==> src/rtl/rxq_pkg.sv <==
package rxq_pkg;

  localparam int unsigned CHAR_W = 8;

  typedef struct packed {
    logic brk;
    logic ferr;
    logic perr;
  } rxq_tag_t;

  // Keep only the low 5..8 bits of a character.
  function automatic logic [CHAR_W-1:0] len_mask(input logic [1:0] code);
    return {CHAR_W{1'b1}} >> (2'd3 - code);
  endfunction

  // Threshold for each selection code.
  function automatic int unsigned trig_level(input logic [1:0] code);
    case (code)
      2'b00:   return 1;
      2'b01:   return 4;
      2'b10:   return 8;
      default: return 14;
    endcase
  endfunction

endpackage

==> src/rtl/rxq_store.sv <==
module rxq_store
  import rxq_pkg::*;
#(
  parameter int unsigned DEPTH = 16,
  localparam int unsigned AW = $clog2(DEPTH),
  localparam int unsigned CW = AW + 1
) (
  input  logic              clk,
  input  logic              rst_n,
  input  logic              clr,
  input  logic              wr_en,
  input  logic [CHAR_W-1:0] wr_data,
  input  rxq_tag_t          wr_tag,
  input  logic              rd_en,
  output logic [CHAR_W-1:0] head_data,
  output rxq_tag_t          head_tag,
  output logic [CW-1:0]     cnt
);

  logic [CHAR_W-1:0] data_mem [DEPTH];
  rxq_tag_t          tag_mem  [DEPTH];
  logic [AW-1:0]     wptr_q, wptr_d, rptr_q, rptr_d;
  logic [CW-1:0]     cnt_q, cnt_d;

  function automatic logic [AW-1:0] ptr_inc(input logic [AW-1:0] p);
    return (p == AW'(DEPTH - 1)) ? '0 : p + 1'b1;
  endfunction

  always_comb begin
    wptr_d = wptr_q;
    rptr_d = rptr_q;
    cnt_d  = cnt_q;
    if (clr) begin
      wptr_d = '0;
      rptr_d = '0;
      cnt_d  = '0;
    end else begin
      if (wr_en) wptr_d = ptr_inc(wptr_q);
      if (rd_en) rptr_d = ptr_inc(rptr_q);
      if (wr_en && !rd_en)      cnt_d = cnt_q + 1'b1;
      else if (rd_en && !wr_en) cnt_d = cnt_q - 1'b1;
    end
  end

  always_ff @(posedge clk or negedge rst_n) begin
    if (!rst_n) begin
      wptr_q <= '0;
      rptr_q <= '0;
      cnt_q  <= '0;
    end else begin
      wptr_q <= wptr_d;
      rptr_q <= rptr_d;
      cnt_q  <= cnt_d;
    end
  end

  always_ff @(posedge clk or negedge rst_n) begin
    if (!rst_n) begin
      for (int i = 0; i < DEPTH; i++) begin
        data_mem[i] <= '0;
        tag_mem[i]  <= '0;
      end
    end else if (clr) begin
      for (int i = 0; i < DEPTH; i++) tag_mem[i] <= '0;
    end else if (wr_en) begin
      data_mem[wptr_q] <= wr_data;
      tag_mem[wptr_q]  <= wr_tag;
    end
  end

  assign cnt       = cnt_q;
  assign head_data = (cnt_q == '0) ? '0 : data_mem[rptr_q];
  assign head_tag  = (cnt_q == '0) ? '0 : tag_mem[rptr_q];


  cnt_bound_chk: assert property (@(posedge clk) disable iff (!rst_n)
    cnt_q <= CW'(DEPTH));


  push_inc_chk: assert property (@(posedge clk) disable iff (!rst_n)
    (wr_en && !rd_en && !clr) |=> cnt_q == $past(cnt_q) + CW'(1));


  clr_empty_chk: assert property (@(posedge clk) disable iff (!rst_n)
    clr |=> cnt_q == '0);

endmodule

==> src/rtl/rxq_ctrl.sv <==
module rxq_ctrl #(
  parameter int unsigned DEPTH = 16,
  localparam int unsigned CW = $clog2(DEPTH) + 1
) (
  input  logic          clk,
  input  logic          rst_n,
  input  logic          push,
  input  logic          pop,
  input  logic          clr,
  input  logic          lsr_read,
  input  logic [CW-1:0] cnt,
  output logic          wr_en,
  output logic          rd_en,
  output logic          overrun
);

  logic full, empty, drop;
  logic ovr_q, ovr_d;

  assign full  = (cnt == CW'(DEPTH));
  assign empty = (cnt == '0);
  assign rd_en = pop && !empty && !clr;
  assign wr_en = push && !clr && (!full || rd_en);
  assign drop  = push && !clr && full && !rd_en;

  always_comb begin
    ovr_d = ovr_q;
    if (drop)          ovr_d = 1'b1;
    else if (lsr_read) ovr_d = 1'b0;
  end

  always_ff @(posedge clk or negedge rst_n) begin
    if (!rst_n) ovr_q <= 1'b0;
    else        ovr_q <= ovr_d;
  end

  assign overrun = ovr_q;


  ovr_rise_chk: assert property (@(posedge clk) disable iff (!rst_n)
    $rose(ovr_q) |-> ($past(push) && $past(cnt) == CW'(DEPTH)));


  ovr_hold_chk: assert property (@(posedge clk) disable iff (!rst_n)
    (!push && !lsr_read) |=> $stable(ovr_q));

endmodule

==> src/rtl/rxq_ready.sv <==
module rxq_ready
  import rxq_pkg::*;
#(
  parameter int unsigned DEPTH = 16,
  localparam int unsigned CW = $clog2(DEPTH) + 1
) (
  input  logic          clk,
  input  logic          rst_n,
  input  logic [CW-1:0] cnt,
  input  logic [1:0]    trig_sel,
  input  logic          block_mode,
  input  logic          timeout,
  output logic          data_irq,
  output logic          rx_rdy_n
);

  logic          hit, nonempty;
  logic          armed_q, armed_d;
  logic [CW-1:0] thresh;

  assign thresh   = CW'(trig_level(trig_sel));
  assign hit      = (cnt >= thresh);
  assign nonempty = (cnt != '0);
  assign data_irq = hit;

  always_comb begin
    armed_d = nonempty && (armed_q || hit || timeout);
  end

  always_ff @(posedge clk or negedge rst_n) begin
    if (!rst_n) armed_q <= 1'b0;
    else        armed_q <= armed_d;
  end

  always_comb begin
    if (block_mode) rx_rdy_n = !(nonempty && (armed_q || hit));
    else            rx_rdy_n = !nonempty;
  end


  rdy_empty_chk: assert property (@(posedge clk) disable iff (!rst_n)
    (cnt == '0) |-> rx_rdy_n);


  irq_nonempty_chk: assert property (@(posedge clk) disable iff (!rst_n)
    data_irq |-> nonempty);

endmodule

==> src/rtl/uart_rxq.sv <==
module uart_rxq
  import rxq_pkg::*;
#(
  parameter int unsigned DEPTH = 16,
  localparam int unsigned CW = $clog2(DEPTH) + 1
) (
  input  logic          clk,
  input  logic          rst_n,
  input  logic          push,
  input  logic [7:0]    push_data,
  input  logic          push_perr,
  input  logic          push_ferr,
  input  logic          push_brk,
  input  logic [1:0]    char_len,
  input  logic          pop,
  input  logic          lsr_read,
  input  logic          fifo_clr,
  input  logic [1:0]    trig_sel,
  input  logic          dma_block,
  input  logic          timeout,
  output logic [7:0]    rd_data,
  output logic          rd_perr,
  output logic          rd_ferr,
  output logic          rd_brk,
  output logic [CW-1:0] level,
  output logic          data_irq,
  output logic          rx_rdy_n,
  output logic          overrun
);

  logic [1:0]    rst_sync_q;
  logic          srst_n;
  logic          wr_en, rd_en;
  logic [CW-1:0] cnt;
  rxq_tag_t      in_tag, hd_tag;
  logic [7:0]    in_data;

  // Asynchronous assert, synchronous release.
  always_ff @(posedge clk or negedge rst_n) begin
    if (!rst_n) rst_sync_q <= 2'b00;
    else        rst_sync_q <= {rst_sync_q[0], 1'b1};
  end
  assign srst_n = rst_sync_q[1];

  assign in_data = push_data & len_mask(char_len);
  assign in_tag  = '{brk: push_brk, ferr: push_ferr, perr: push_perr};

  rxq_ctrl #(.DEPTH(DEPTH)) u_ctrl (
    .clk(clk), .rst_n(srst_n), .push(push), .pop(pop), .clr(fifo_clr),
    .lsr_read(lsr_read), .cnt(cnt), .wr_en(wr_en), .rd_en(rd_en),
    .overrun(overrun)
  );

  rxq_store #(.DEPTH(DEPTH)) u_store (
    .clk(clk), .rst_n(srst_n), .clr(fifo_clr), .wr_en(wr_en),
    .wr_data(in_data), .wr_tag(in_tag), .rd_en(rd_en),
    .head_data(rd_data), .head_tag(hd_tag), .cnt(cnt)
  );

  rxq_ready #(.DEPTH(DEPTH)) u_ready (
    .clk(clk), .rst_n(srst_n), .cnt(cnt), .trig_sel(trig_sel),
    .block_mode(dma_block), .timeout(timeout), .data_irq(data_irq),
    .rx_rdy_n(rx_rdy_n)
  );

  assign level   = cnt;
  assign rd_perr = hd_tag.perr;
  assign rd_ferr = hd_tag.ferr;
  assign rd_brk  = hd_tag.brk;

endmodule

==> config.mk <==
export PLATFORM = sky130hd
export DESIGN_NAME = uart_rxq
export DESIGN_NICKNAME = d
export VERILOG_FILES = /design/src/rtl/rxq_pkg.sv /design/src/rtl/rxq_store.sv /design/src/rtl/rxq_ctrl.sv /design/src/rtl/rxq_ready.sv /design/src/rtl/uart_rxq.sv
export SDC_FILE = /design/constraint.sdc
export NUM_CORES = 1
export LEC_CHECK = 0
export BUFFER_PORTS_ARGS = -buffer_cell sky130_fd_sc_hd__buf_2
export CAP_MARGIN = 20
export CORE_MARGIN = 3
export CORE_UTILIZATION = 56
export DETAILED_ROUTE_END_ITERATION = 12
export PLACE_DENSITY = 0.76
export SYNTH_ARGS = -nofsm -noshare
export SYNTH_HDL_FRONTEND = slang
export SYNTH_SLANG_ARGS = --single-unit
==> constraint.sdc <==
create_clock -name clk -period 5.59 [get_ports clk]
set_input_delay 0.8385 -clock clk [delete_from_list [all_inputs] [get_ports clk]]
set_output_delay 0.8385 -clock clk [all_outputs]
set_load 0.02 [all_outputs]
* After elaboration in Yosys (flattened, before gate mapping) *
Cells that the tools add are included.

word-level totals
  register bits = 193
  bits of input ports = 23

operators by class
  add/sub/neg operators = 5
  magnitude comparators = 4
  eq/ne operators = 5
  shifts and indexed selects = 1
  muxes and demuxes = 29
  bitwise gates (word level) = 4
  reduce and logical (&&, ||, !) cells = 29

operators with widths
  cell                                                                count
  128-bit bitwise mux                                                 1
  48-bit 2-to-1 mux                                                   2
  48-bit bitwise mux                                                  1
  8-bit binary-select mux with 4-bit select                           1
  8-bit demux with 4-bit select                                       1
  8-bit 2-to-1 mux                                                    4
  4-bit 2-to-1 mux                                                    6
  5-bit 2-to-1 mux                                                    3
  3-bit binary-select mux with 4-bit select                           1
  3-bit demux with 4-bit select                                       1
  3-bit 2-to-1 mux                                                    4
  4-bit case mux with 3 select lines                                  1
  1-bit logical AND                                                   11
  5-bit greater-or-equal comparator (second input constant)           2
  4-bit inverter with 5-bit output                                    2
  4-bit by 1-bit adder with 4-bit output (second input constant)      2
  8-bit AND                                                           1
  4-bit equality test (second input constant)                         2
  8-bit by 2-bit >> shifter with 8-bit output (first input constant)  1
  1-bit logical NOT                                                   7
  2-bit nonzero test                                                  3
  5-bit by 1-bit adder with 5-bit output (second input constant)      1
  5-bit equality test (second input constant)                         1
  5-bit by 4-bit greater-or-equal comparator with 1-bit output        1
  other kinds (13)                                                    17

* Depth between registers and ports, before layout *
Gate-level depths: netlist of the first run.

  word-level depth = 11
  gate-level depth with buffers = 10
  depth with buffers taken out = 8

* Cells and area by module *
A second synthesis of the first run with hierarchy kept.

second synthesis, totals
  cells, all modules = 695
  area, all modules = 9440.3 um2

by module, submodules not included
  module     times used  cells an instance  area an instance (um2)  seq. area each (um2)
  rxq_store  1           657                9090.0                  4729.5
  rxq_ready  1           22                 178.9                   25.0
  rxq_ctrl   1           10                 96.3                    25.0
  uart_rxq   1           6                  75.1                    50.0

* Worst setup path before layout of the first run *
No wires, ideal clock.

  kind = input to output
  start = in trig_sel[0]
  end = out rx_rdy_n
  arrival = 2.122 ns
  data required time = 4.752 ns
  setup slack = 2.629 ns
  stages = 6
  path buffers = 0
  path through = nor2_1 ha_1 nand2b_1 a21o_1 a21o_1 o21ai_0

on the way
  cells in the longest elaborated chain, start to end = 7
  elaborated cells on any way between the ends = 9
  those cells by class = 1 x order compare; 2 x eq/ne; 2 x mux; 4 x reduce/logical

RTL lines
  what                                                              line             text
  start, declared                                                   uart_rxq.sv:18   input logic [1:0] trig_sel,
  2-bit equality test, or another cell as far along                 rxq_pkg.sv:18    case (code)
  4-bit case mux with 3 select lines (*)                            rxq_pkg.sv:18
  5-bit by 4-bit greater-or-equal comparator with 1-bit output (*)  rxq_ready.sv:22  assign hit = (cnt >= thresh);
  1-bit logical OR (*)                                              rxq_ready.sv:36  if (block_mode) rx_rdy_n = !(nonempty && (armed_q || hit));
  1-bit logical AND (*)                                             rxq_ready.sv:36
  1-bit logical NOT (*)                                             rxq_ready.sv:36
  1-bit 2-to-1 mux (*)                                              rxq_ready.sv:36
  end, declared                                                     uart_rxq.sv:27   output logic rx_rdy_n,

Every way passes the cells marked *; elsewhere a longest branch is shown, timed or not.

* Worst setup path after layout of the first run *
  start = reg u_store.rptr_q[0]
  end = out rd_ferr

on the way
  cells in the longest elaborated chain, start to end = 5

RTL lines
  what                                                    line             text
  start, declared                                         rxq_store.sv:22  logic [AW-1:0] wptr_q, wptr_d, rptr_q, rptr_d;
  start signal, assigned                                  rxq_store.sv:52  rptr_q <= rptr_d;
  4-bit inverter with 5-bit output (not written as such)  rxq_store.sv:73  assign head_tag = (cnt_q == '0) ? '0 : tag_mem[rptr_q];
  3-bit binary-select mux with 4-bit select               rxq_store.sv:73
  3-bit 2-to-1 mux (not written as such) (2 in a row)     rxq_store.sv:73
  3-bit 2-to-1 mux                                        rxq_store.sv:73
  end, declared                                           uart_rxq.sv:23   output logic rd_ferr,

Every way passes these cells. The select of a mux whose other input is x is not followed.

==> results of run 1 <==
[Yosys cell counts, drive strengths merged, types with 2 or more instances]
| cell | instances | share of area |
|---|---|---|
| o211ai | 19 | 0.036 |
| dfrtp | 193 | 0.50 |
| buf | 30 | 0.029 |
| clkbuf | 26 | 0.010 |
| a21oi | 9 | 0.0047 |
| nand2b | 4 | 0.0026 |
| nand2 | 54 | 0.021 |
| mux4 | 55 | 0.13 |
| xor2 | 2 | 0.0018 |
| o21ai | 54 | 0.028 |
| or4 | 3 | 0.0023 |
| mux2i | 53 | 0.055 |
| a21o | 3 | 0.0023 |
| nand3 | 5 | 0.0026 |
| nor2b | 6 | 0.0039 |
| nor4 | 2 | 0.0013 |
| and2 | 12 | 0.0078 |
| mux2 | 83 | 0.097 |
| and3b | 4 | 0.0036 |
| ha | 13 | 0.017 |
| nor2 | 56 | 0.022 |
| inv | 8 | 0.0031 |
[flip-flops by register name, summed over array words and instances (netlist names)]
signal and count:
u_store.data_mem 128, u_store.cnt 5, u_store.wptr_q 4, u_store.rptr_q 4, u_ctrl.overrun 1, rst_sync_q 2
u_ready.armed_q 1, u_store.tag_mem 48
[critical path, stage by stage, from the launching register on]
cell	delay (ps)
dfrtp_2	660
buf_12	260
buf_4	360
mux4_2	560
mux4_2	470
and2_1	200
buf_2	170
[worst max-delay path by stage]
stage                      startpoint             end  slack, ps  cells after the start
finish              u_store.rptr_q[0]         rd_ferr       1610                      6
floorplan               rst_sync_q[1]  u_ctrl.overrun       2410                      0
CTS                 u_store.rptr_q[0]         rd_ferr       1230                      5
global placement    u_store.rptr_q[0]         rd_ferr       1760                      5
global route        u_store.rptr_q[0]         rd_ferr       1450                      6
detailed placement  u_store.rptr_q[0]         rd_ferr       1710                      5
[area by class of cell]
cell class              instances  area, um^2
diodes                          1        2.50
clock buffers                  23         488
clock inverters                 6        33.8
fillers                      1232        6370
inverters                       8        30.0
multi-input cells             456        4380
flip-flops and latches        193        4840
well taps                     220         275
repair buffers                 47         288
[power by group]
group	internal (mW)	switching (mW)
registers	1.50	0.110
logic	0.352	0.490
clock network	0.605	0.496
[logic make-up (layout without fill, tap and decap cells)]
kind of cell	count (synthesis)	after routing	share of synthesized area
simple gates	150	150	0.0701
mux	191	191	0.281
compound gates	97	97	0.0817
other cells	1	2	0.000390
xor+xnor	3	3	0.00274
fa+ha+maj	14	14	0.0190
buf+inv	64	84	0.0421
flops	193	193	0.503
[per-stage QoR]
| stage | worst slack, ps | utilization | cell area [um^2] | cells |
|---|---|---|---|---|
| floorplan | 2410 | - | 9610 | 713 |
| global placement | 1760 | 0.585 | 9770 | 922 |
| detailed placement | 1710 | 0.585 | 9770 | 922 |
| CTS | 1230 | 0.616 | 10300 | 951 |
| global route | 1450 | 0.618 | 10300 | 953 |
| finish | 1610 | 0.619 | 10300 | 954 |
[metal layers]
metal | up-vias | track usage | share of wire
met5 | - | 0 | 0.00061
met4 | 2 | 0.0898 | 0.024
met3 | 45 | 0.0566 | 0.057
met2 | 154 | 0.387 | 0.50
met1 | 3132 | 0.318 | 0.42
li1 | 2608 | - | -
==> run metrics, run 1 <==
status=finished clean; DR pass1 iterations=5; Tot Pwr=3.55 mW; Lkg Pwr=4.98 nW; FF-to-FF setup slack=between 1500 and 2000 ps; most frequent cells in the layout=dfrtp_1 (190), mux2_2 (64), nor2_1 (56); Post-Syn Area=around 9600 um^2; max_slew headroom=0.312; dominant synthesized flop cell=dfrtp_1; crit end category=output port; First DRT Iteration DRCs=between 400 and 500; Achievable Freq=between 200 and 300 MHz; Worst Reg-to-Reg Cells=8; Hold WS=around 170 ps; drt drc=0; hold_buf cts=0; CP required=roughly 4800 ps; WS Path Type=register to output port; Worst-Skew Late Latency=roughly 440 ps; vias in the first global route=6135; RSZ-0062 raised after global routing=no; reg-to-reg startpoint=u_store.cnt[0]; fraction of layout cells with a size suffix above 1=0.293; syn nets=between 700 and 800; worst-case clock buffer depth=2; final WL=approximately 21000 um; MaxCap Viol Count=0; Mapped Avg Cell Area=between 10 and 15 um^2; core box area=16700 um^2; setup violators final=0; Initial Util=0.575; HP Class=input pin to async pin; Detail Route Antenna Nets=0; cts bufs inserted=17; #FFs+latches synth=193; PortBufs=roughly 40; Fin Clk Skew=between 5 and 6 ps; chip height=137 um; most common cell after layout, fill and taps aside=dfrtp_1; total number of vias=between 5000 and 6000; WL/cell=approximately 22 um; H-tree depth=4; Fin Setup TNS=0 ps; Vias per Instance=a little over 6; CTS Root Cell=clkbuf_16; final period utilization=0.712; total of warnings raised by yosys=0; first-pass GRT wire length=between 30000 and 40000 um; Post-synth ARST share=1.00; Congestion Overflow GR=0; power per cell area=approximately 340 nW/um^2; hpwl dp=approximately 13000 um; Synth cell types=49; GP Congestion=around 0.82; VDD IR max=around 180 uV; Die W=137 um; GRT Total Usage=0.239; CTS tree=yes; post-CTS sizing=0; Fin. Hold Viols=0; num rows=47; largest net degree at the start of global routing=about 190; Reg clk slew, reported paths=roughly 60 ps; Post-synth EDFFs=0; Slew Viols, Final=0; crit path DAT=about 3100 ps; RR Endpoint=u_store.cnt[4]; Cells after Synth=between 700 and 800; sequential-to-total area share from yosys stat=0.503; Final min period=3980 ps; final net count=760; Worst Tran Pin Value=1030 ps; initial antenna violation count=1; critical path fanouts, max=21; Die ar.=approximately 19000 um^2; I/O pins=42; area delta synth->final=7.53%; startpoint types=register; Setup Buffers After CTS=0; CTS sink count=approximately 190
(Power assumes the default switching activity.)
==> run 2: changes to the inputs <==
--- a/config.mk
+++ b/config.mk
@@ -5,6 +5,7 @@
 export SDC_FILE = /design/constraint.sdc
 export NUM_CORES = 1
 export LEC_CHECK = 0
+export ABC_AREA = 1
 export BUFFER_PORTS_ARGS = -buffer_cell sky130_fd_sc_hd__buf_2
 export CAP_MARGIN = 20
 export CORE_MARGIN = 3
==> constraint.sdc (replaced) <==
create_clock -name clk -period 3.27 [get_ports clk]
set_input_delay 0.4905 -clock clk [delete_from_list [all_inputs] [get_ports clk]]
set_output_delay 0.4905 -clock clk [all_outputs]
set_load 0.02 [all_outputs]
==> run 2 against run 1 <==
Against the previous run:
- hold slack better by 83 ps
- worst setup slack worse by 1400 ps
- flip-flop and latch count stayed put
- via count is 38% higher
- largest cell class unchanged
- global-route usage is 3.4 points higher
==> run metrics, run 2 <==
share of the synthesized area in the top cell type=0.496 (was 0.503); WP buf/inv=3 (unchanged); Initial Util=0.579 (was 0.575); Die W=138 um (was 137 um); WL/cell=16.7 um (was 22.2 um); setup violators final=0 (unchanged); number of flip-flops in the largest register=128 (unchanged); Post-Syn Area=9740 um^2 (was 9610 um^2); H-tree depth=4 (unchanged); total of warnings raised by yosys=0 (unchanged); drt drc=0 (unchanged); I/O pins=42 (unchanged); Fin Setup TNS=0 ps (unchanged); chip height=138 um (was 137 um); vias in the first global route=7831 (was 6135); Placed Instance Area=9960 um^2 (was 9770 um^2); total number of vias=8216 (was 5941); worst-case clock buffer depth=2 (unchanged); Filler cells=1482 (was 1232); cts bufs inserted=17 (unchanged); GRT Total Usage=0.273 (was 0.239); Crit path max-delay family=buffers and inverters (was multiplexers); number of diodes=0 (was 1); startpoint types=register (unchanged); Routed met3 length=1390 um (was 1210 um); met2 WL=11500 um (was 10600 um); wl on met1=10800 um (was 8860 um); First DRT Iteration DRCs=738 (was 421); final period utilization=0.931; largest cells by area after synthesis=dfrtp_1 (50%), nand2_1 (16%), o21ai_0 (8.4%) (was dfrtp_1 (50%), mux4_2 (13%), mux2_2 (7.5%)); first-pass GRT wire length=40400 um (was 33200 um); Critical Path Most Common Cell=nand2_1 (was mux4_2); non-filler cells, final=1454 (was 954); CTS sink count=193 (unchanged); Tot Pwr=7.19 mW (was 3.55 mW); DR pass1 iterations=6 (was 5); Achievable Freq=about 330 MHz; area delta synth->final=8.35% (was 7.53%); CTS tree=yes (unchanged); Final min period=around 3000 ps; Post-synth ARST share=1.00 (unchanged); final net count=1258 (was 760); dominant synthesized flop cell=dfrtp_1 (unchanged); GP Congestion=0.889 (was 0.817); Fin. Hold Viols=0 (unchanged); CP max stage delay=580 ps (was 660 ps); max_slew headroom=0.456 (was 0.312); dpl cells=1421 (was 922); Synth top cells by count=nand2_1 (406), dfrtp_1 (193), o21ai_0 (164) (was dfrtp_1 (193), mux2_2 (64), nor2_1 (56)); post-synth top area cell=dfrtp_1 (unchanged); post-CTS sizing=0 (unchanged); Worst-Skew Late Latency=450 ps (was 440 ps); most frequent cells in the layout=nand2_1 (406), dfrtp_1 (191), o21ai_0 (164) (was dfrtp_1 (190), mux2_2 (64), nor2_1 (56)); Setup Buffers After CTS=0 (unchanged); RSZ-0062 raised after global routing=no (unchanged); sequential-to-total area share from yosys stat=0.496 (was 0.503); syn nets=1258 (was 750); WS Path Type=register to output port (unchanged); Vias per Instance=5.65 (was 6.23); Cells after Synth=1221 (was 713); MaxCap Viol Count=0 (unchanged); fraction of layout cells with a size suffix above 1=0.0964 (was 0.293); HP Class=input pin to register (was input pin to async pin); final worst-path setup slack=225 ps (was 1610 ps); Critical Path, Cell by Cell=inv_2 > buf_12 > nor2_1 > o22ai_1 > nand2_1 > nand2_1 > nand2_1 > nor2_1 > buf_2 (was buf_12 > buf_4 > mux4_2 > mux4_2 > and2_1 > buf_2); Mapped Avg Cell Area=7.98 um^2 (was 13.5 um^2); Die ar.=19000 um^2 (was 18800 um^2); critical path fanouts, max=35 (was 21); VDD IR max=443 uV (was 184 uV); crit path DAT=2550 ps (was 3140 ps); Slew Viols, Final=0 (unchanged); setup slack after placement=643 ps (was 1710 ps); CTS Root Cell=clkbuf_16 (unchanged); Hold WS=251 ps (was 168 ps); Congestion Overflow GR=0 (unchanged); most common cell after layout, fill and taps aside=nand2_1 (was dfrtp_1); Max stage delay cell, worst path=dfrtp_4 (was dfrtp_2); Worst Tran Pin Value=816 ps (was 1030 ps); Post-synth EDFFs=0 (unchanged); crit end category=output port (unchanged); Reg clk slew, reported paths=60 ps (about the same); hold_buf cts=1 (was 0); status=finished clean (unchanged); #FFs+latches synth=193 (unchanged); final WL=24300 um (was 21200 um); power per cell area=682 nW/um^2 (was 344 nW/um^2); Synth cell types=35 (was 49); Finished Cell Area=10600 um^2 (was 10300 um^2); Lkg Pwr=5.22 nW (was 4.98 nW); CP required=2780 ps (was 4750 ps); Highest Signal Layer=met4 (was met5); core box area=16800 um^2 (was 16700 um^2); Fin Clk Skew=11.0 ps (was 5.76 ps); Finished Core Util=0.628 (was 0.619); initial antenna violation count=0 (was 1); PortBufs=41 (unchanged); hpwl dp=15600 um (was 12800 um); num rows=47 (unchanged); Detail Route Antenna Nets=0 (unchanged); top-count cell post-synth=nand2_1 (was dfrtp_1); largest net degree at the start of global routing=59 (was 192); largest reg by FF count=u_store.data_mem (unchanged)
## run 2: cell count changes after synthesis, sizes merged, moves of 19 or more
cell | before | now
nand2 | 54 | 407
o21ai | 54 | 188
mux2 | 83 | 0
inv | 8 | 84
nand3 | 5 | 81
mux4 | 55 | 0
a21oi | 9 | 63
mux2i | 53 | 3
nor2 | 56 | 75
o211ai | 19 | 0
## run 2: cell families (layout without fill, tap and decap cells)
family / count (synthesis) / in the layout / share of synthesized area
AO/OA/AOI/OAI: 274 / 274 / 0.149
adder cells (fa/ha/maj): 14 / 14 / 0.0188
AND/OR/NAND/NOR: 576 / 576 / 0.256
XOR/XNOR: 4 / 4 / 0.00360
flip-flops: 193 / 193 / 0.496
multiplexers: 3 / 3 / 0.00308
buffers and inverters: 156 / 169 / 0.0727
other: 1 / 1 / 0.000385
## run 2: worst register-to-register path, cell delays in order (launching register included)
cell and delay, ps:
dfrtp_1 460, nor2_1 190, nand3_2 390, nand3_4 290, nand2_8 200, nand3_1 580, inv_1 290, nand2_1 120
nand2_1 70
## run 2: final cells by class
| class | instances | area [um^2] | share of cell area |
|---|---|---|---|
| multi-input combinational | 872 | 4200 | 0.398 |
| sequential | 193 | 4840 | 0.458 |
| clock buffer | 25 | 485 | 0.0460 |
| timing repair buffer | 53 | 335 | 0.0318 |
| clock inverter | 7 | 100 | 0.00948 |
| inverter | 84 | 318 | 0.0301 |
| tap | 220 | 275 | 0.0261 |
## run 2: layer usage
metal | up-vias | GRT usage
met5 | - | 0
met1 | 3938 | 0.377
met2 | 274 | 0.431
met4 | 0 | 0.106
li1 | 3950 | -
met3 | 54 | 0.0501
## run 2: final timing paths
check,startpoint,endpoint,slack (ps),cells after the start
min in group asynchronous,rst_n,rst_sync_q[1],360,2
worst min-delay path,lsr_read,u_ctrl.overrun,250,2
max in group asynchronous,rst_sync_q[1],u_store.data_mem[92],1860,2
worst max register to register,u_store.cnt[0],u_store.data_mem[37],570,8
worst max-delay path,u_store.rptr_q[0],rd_data[6],230,9
worst min register to register,rst_sync_q[0],rst_sync_q[1],350,0
## run 2: power breakdown
group	switching, mW	total (mW)	internal, mW	leakage (nW)
logic	1.50	2.21	0.709	2.44
registers	0.208	2.87	2.66	2.50
clock network	0.918	2.11	1.19	0.274
total	2.63	7.19	4.56	5.22
